$ cat src/rtl/rsv_pkg.sv
`timescale 1ns/1ps
package rsv_pkg;

    // Controller states
    typedef enum logic {
        RSV_EMPTY = 1'b0,
        RSV_HELD  = 1'b1
    } rsv_state_e;

    // Local request kinds on req_op
    typedef enum logic {
        OP_LOAD_RSV  = 1'b0,
        OP_STORE_CND = 1'b1
    } rsv_op_e;

endpackage

$ cat src/rtl/rsv_overlap.sv
`timescale 1ns/1ps
// Byte-range intersection test. Range ends are computed one bit wider
// than the address so a range that reaches the top does not wrap to 0.
module rsv_overlap #(
    parameter int ADDR_W = 32,
    parameter int SIZE_W = 2
) (
    input  logic [ADDR_W-1:0] a_addr,
    input  logic [SIZE_W-1:0] a_size,
    input  logic [ADDR_W-1:0] b_addr,
    input  logic [SIZE_W-1:0] b_size,
    output logic              hit
);
    localparam int EXT_W = ADDR_W + 1;

    logic [EXT_W-1:0] a_lo, a_hi, b_lo, b_hi;

    always_comb begin
        a_lo = {1'b0, a_addr};
        b_lo = {1'b0, b_addr};
        a_hi = a_lo + (EXT_W'(1) << a_size);
        b_hi = b_lo + (EXT_W'(1) << b_size);
        hit  = (a_lo < b_hi) && (b_lo < a_hi);
    end

endmodule

$ cat src/rtl/rsv_track.sv
`timescale 1ns/1ps
// Reservation controller: state register, reserved range and result outputs.
module rsv_track
    import rsv_pkg::*;
#(
    parameter int ADDR_W = 32,
    parameter int SIZE_W = 2
) (
    input  logic              clk,
    input  logic              rst_n,
    input  logic              ld_go,
    input  logic              st_go,
    input  logic [ADDR_W-1:0] ld_addr,
    input  logic [SIZE_W-1:0] ld_size,
    input  logic              snoop_hit,
    output logic [ADDR_W-1:0] rsv_addr,
    output logic [SIZE_W-1:0] rsv_size,
    output logic              sc_done,
    output logic              sc_ok
);
    rsv_state_e state, state_nx;

    // Transition logic
    always_comb begin
        state_nx = state;
        unique case (state)
            RSV_EMPTY: begin
                if (ld_go) state_nx = RSV_HELD;          // reserve
            end
            RSV_HELD: begin
                if (ld_go)          state_nx = RSV_HELD;  // re-reserve
                else if (st_go)     state_nx = RSV_EMPTY; // consume
                else if (snoop_hit) state_nx = RSV_EMPTY; // cancel
            end
            default: state_nx = RSV_EMPTY;
        endcase
    end

    // State register and recorded range
    always_ff @(posedge clk or negedge rst_n) begin
        if (!rst_n) begin
            state    <= RSV_EMPTY;
            rsv_addr <= '0;
            rsv_size <= '0;
        end else begin
            state <= state_nx;
            if (ld_go) begin
                rsv_addr <= ld_addr;
                rsv_size <= ld_size;
            end
        end
    end

    // Result outputs
    always_ff @(posedge clk or negedge rst_n) begin
        if (!rst_n) begin
            sc_done <= 1'b0;
            sc_ok   <= 1'b0;
        end else begin
            sc_done <= st_go;
            sc_ok   <= st_go && (state == RSV_HELD) && !snoop_hit;
        end
    end


    ok_needs_done_chk: assert property (@(posedge clk) disable iff (!rst_n)
        sc_ok |-> sc_done);


    done_only_after_store_chk: assert property (@(posedge clk) disable iff (!rst_n)
        !st_go |=> !sc_done);


    load_holds_chk: assert property (@(posedge clk) disable iff (!rst_n)
        ld_go |=> (state == RSV_HELD));


    store_consumes_chk: assert property (@(posedge clk) disable iff (!rst_n)
        (st_go && !ld_go) |=> (state == RSV_EMPTY));


    snoop_cancel_chk: assert property (@(posedge clk) disable iff (!rst_n)
        (state == RSV_HELD && snoop_hit && !ld_go) |=> (state == RSV_EMPTY));


    race_fails_chk: assert property (@(posedge clk) disable iff (!rst_n)
        (st_go && snoop_hit) |=> !sc_ok);


    empty_store_fails_chk: assert property (@(posedge clk) disable iff (!rst_n)
        (st_go && state == RSV_EMPTY) |=> !sc_ok);

endmodule

$ cat src/rtl/atomic_rsv_monitor.sv
`timescale 1ns/1ps
module atomic_rsv_monitor
    import rsv_pkg::*;
#(
    parameter int ADDR_W = 32,
    parameter int SIZE_W = 2
) (
    input  logic              clk,
    input  logic              rst_n,
    input  logic              req_valid,
    input  logic              req_op,
    input  logic [ADDR_W-1:0] req_addr,
    input  logic [SIZE_W-1:0] req_size,
    input  logic              snp_valid,
    input  logic [ADDR_W-1:0] snp_addr,
    input  logic [SIZE_W-1:0] snp_size,
    output logic              sc_done,
    output logic              sc_ok
);
    logic              ld_go, st_go, range_hit;
    logic [ADDR_W-1:0] rsv_addr;
    logic [SIZE_W-1:0] rsv_size;

    assign ld_go = req_valid && (rsv_op_e'(req_op) == OP_LOAD_RSV);
    assign st_go = req_valid && (rsv_op_e'(req_op) == OP_STORE_CND);

    rsv_overlap #(.ADDR_W(ADDR_W), .SIZE_W(SIZE_W)) u_overlap (
        .a_addr (rsv_addr),
        .a_size (rsv_size),
        .b_addr (snp_addr),
        .b_size (snp_size),
        .hit    (range_hit)
    );

    rsv_track #(.ADDR_W(ADDR_W), .SIZE_W(SIZE_W)) u_track (
        .clk       (clk),
        .rst_n     (rst_n),
        .ld_go     (ld_go),
        .st_go     (st_go),
        .ld_addr   (req_addr),
        .ld_size   (req_size),
        .snoop_hit (snp_valid && range_hit),
        .rsv_addr  (rsv_addr),
        .rsv_size  (rsv_size),
        .sc_done   (sc_done),
        .sc_ok     (sc_ok)
    );

endmodule

$ cat config.mk
export PLATFORM = sky130hd
export DESIGN_NAME = atomic_rsv_monitor
export DESIGN_NICKNAME = d
export VERILOG_FILES = /design/src/rtl/rsv_pkg.sv /design/src/rtl/rsv_overlap.sv /design/src/rtl/rsv_track.sv /design/src/rtl/atomic_rsv_monitor.sv
export SDC_FILE = /design/constraint.sdc
export NUM_CORES = 1
export LEC_CHECK = 0
export BUFFER_PORTS_ARGS = -buffer_cell sky130_fd_sc_hd__buf_2
export CORE_MARGIN = 10
export CORE_UTILIZATION = 50
export CTS_BUF_LIST = sky130_fd_sc_hd__clkbuf_8
export CTS_CLUSTER_DIAMETER = 150
export DETAILED_ROUTE_END_ITERATION = 7
export GPL_ROUTABILITY_DRIVEN = 0
export PLACE_DENSITY = 0.74
export SLEW_MARGIN = 20
export SYNTH_ARGS = -nofsm -noshare
export SYNTH_HDL_FRONTEND = slang
export SYNTH_HIERARCHICAL = 1
export SYNTH_SLANG_ARGS = --single-unit
$ cat constraint.sdc
create_clock -name clk -period 6.9 [get_ports clk]
set_clock_uncertainty 0.1 [all_clocks]
set_input_delay 1.035 -clock clk [delete_from_list [all_inputs] [get_ports clk]]
set_output_delay 1.035 -clock clk [all_outputs]
set_load 0.05 [all_outputs]
==> results_dict.tcl <==
set metrics [dict create \
    io_buffers 74 \
    overflow 0 \
    leakagePower_nw 2.24 \
    p_per_area_nw_per_um2 168 \
    fmax_mhz 210 \
    syn_nets 572 \
    htreeDepth 2 \
    ys_seq_elements 37 \
    ant_nets 0 \
    ys.flop_type "dfrtp_1" \
    cts_setup_buffers 0 \
    layout-drive-gt1-share_pct 25.2 \
    whs_ns 0.433 \
    clk_pin_slew_worst_paths_ns 0.07 \
    drv_cap 0 \
    cp_data_arrival_time_ns 4.88 \
    tritoncts "built" \
    netlist_top_cells_count "70 x ha_1, 37 x dfrtp_1, 37 x xor2_1, 31 x nand2_1, 29 x mux2_4" \
    cp_cell_sequence "nor2_1 -> ha_1 -> fa_1 -> a21o_1 -> a21oi_1 -> and4b_1 -> and3_1 -> xnor2_1 -> ha_1 -> nand4_1 -> nor2_1 -> or4b_2 -> o21ai_0 -> a32oi_1 -> and2_1 -> nand2b_1 -> o21bai_1" \
    synth_area_leader_cell "dfrtp_1" \
    layout_min_cycle_time_ns 4.77 \
    wl_mm 10.5 \
    worstSetupEndpointType "flop" \
    grt_use_total_pct 16.4 \
    drtIter0Drc 128 \
    dr.pass1.iters 4 \
    synthDistinctLibCells 54 \
    finalSetupTns_ns 0 \
    drc 0 \
    syn_avg_cell_area_um2 9.91 \
    max-slew-margin-rel_pct 43.4 \
    timing.critical_path.required_ns 7.01 \
    nets 644 \
    ys.warnings.count 6 \
    worstSetupPathType "flop to flop" \
    cp.buffers_inverters 0 \
    seq_area_um2 926 \
    synth_enable_flop_cells 0 \
    grt_pass1_vias 3714 \
    core-area_um2 8220 \
    clockRootBuffer "clkbuf_8" \
    cp_max_fo 8 \
    rows 33 \
    worst_pin_slew_ns 0.849 \
    fill_cells 722 \
    start_util_pct 51.5 \
    yosysMostFrequentCell "ha_1" \
    syn_area_um2 4230 \
    max_stage_delay_ns 0.61 \
    crit_start "u_track/rsv_size[1]$_DFFE_PN0P_" \
    area_delta_synth_final_pct 11.6 \
    slew_viol_final 0 \
    antenna_found_initial 0 \
    crit_family "simple AND/OR/NAND/NOR gates" \
    hold_class "flop to flop" \
    rsz0062_at_grt "false" \
    post-route-period-util_pct 69.1 \
    hold_start "u_track/state$_DFF_PN0_" \
    clkLatencyLatePin_ns 0.29 \
    r2r_start "u_track/rsv_size[1]$_DFFE_PN0P_" \
    antenna_cells 0 \
    hold_viol_final 0 \
    die-area_um2 12500 \
    peakVddDrop_mv 0.0919 \
    cts_made_buffers 5 \
    ctsHoldBuffers 0 \
    io_pins 75 \
    synth_top_area_share_pct 21.9 \
    outcome "finished, final reports clean" \
    synth_cells 427 \
    start_kind "flop" \
    routed_via_density 5.79 \
    die_h_um 112 \
    place_hpwl_mm 8.70 \
    cts-resized-gates 0 \
    synthTopCellsByArea "dfrtp_1 22%, ha_1 21%, mux2_4 10%, xor2_1 7.7%, xnor2_1 4.8%" \
    critPathSlowestCell "or4b_2" \
    grt_max_degree 38 \
    setup_violations 0 \
    clk_path_buf_depth 2 \
    synth-async-reset-ratio_pct 100 \
    grt_pass1_wl_mm 17.7 \
    multi_input_area_um2 3170 \
    fp.dieW_um 112 \
    synth-seq-area-share_pct 21.9 \
    avgRoutedWirePerCell_um 17.4 \
    numClockSinks 37 \
    vias 3500 \
]
==> sequential cells by signal, indices dropped and copies added (netlist names) <==
register and cells:
u_track/rsv_addr 32, u_track/rsv_size 2, u_track/sc_done 1, u_track/sc_ok 1, u_track/state 1
==> final cells by class <==
class | instances | area share, %
well taps | 105 | 2.78
clock inverters | 3 | 0.291
flip-flops and latches | 37 | 19.6
repair buffers | 74 | 7.84
clock buffers | 5 | 1.46
inverters | 11 | 0.874
multi-input cells | 370 | 67.2
==> tightest hold or removal path: stages (launching register included) <==
cell	delay (ns)
dfrtp_1	0.37
nand2b_1	0.08
nor2_1	0.05
==> logic make-up (layout without fill, tap and decap cells) <==
family,after synthesis,count (layout),synth area share [%]
fa+ha+maj,72,72,21.6
buf+inv,20,93,3.19
mux,34,34,11.6
xor+xnor,60,60,12.4
flops,37,37,21.9
compound gates,62,62,9.43
simple gates,142,142,19.8
==> layer usage <==
metal | GRT usage (%) | routed length, um
met1 | 20.6 | 4760
met2 | 27.7 | 5090
met3 | 3.51 | 586
met4 | 4.31 | 76
met5 | 0 | 0
==> power by group <==
part | switching [mW] | total (mW) | internal, mW
Combinational | 0.170 | 0.349 | 0.179
Clock | 0.0815 | 0.150 | 0.0687
Sequential | 0.0473 | 0.295 | 0.248
==> layout by cell type (no fill, tap or decap), types with 2 or more instances in the layout <==
master	count
nand4_1	18
and3_1	16
nand3_1	21
nand2b_1	2
and4_1	6
a21o_1	13
mux2_2	5
o21bai_1	3
nor2b_1	6
nor3_1	4
xor2_1	37
nor4_1	2
o21ai_0	9
a21oi_1	23
xnor2_1	23
inv_1	12
ha_1	70
clkinv_2	2
nor2_1	16
mux2_4	29
dfrtp_1	37
and2_2	2
clkbuf_8	5
a32oi_1	2
and2_1	4
buf_2	74
nand2_1	31
fa_1	2
nor4_4	2
==> path summary, 6_finish.rpt <==
check	end	cells past startpoint	slack, ns
max	u_track/state$_DFF_PN0_	17	2.13
min	u_track/sc_ok$_DFF_PN0_	2	0.43
max reg2reg	u_track/state$_DFF_PN0_	17	2.13
min reg2reg	u_track/sc_ok$_DFF_PN0_	2	0.43
max in group asynchronous	u_track/rsv_addr[30]$_DFFE_PN0P_	1	5.42
min in group asynchronous	u_track/rsv_addr[3]$_DFFE_PN0P_	1	0.75
==> metrics by stage <==
stage	instances	power (mW)	worst slack (ns)	area (um2)	util [%]
finish	605	0.795	2.13	4720	57.5
global route	605	0.861	1.88	4720	57.5
CTS	605	0.800	2.10	4720	57.5
detailed placement	597	0.644	1.83	4640	56.5
global placement	597	0.629	2.11	4640	56.5
floorplan	427	0.539	2.45	4230	-
(Power assumes the default switching activity.)
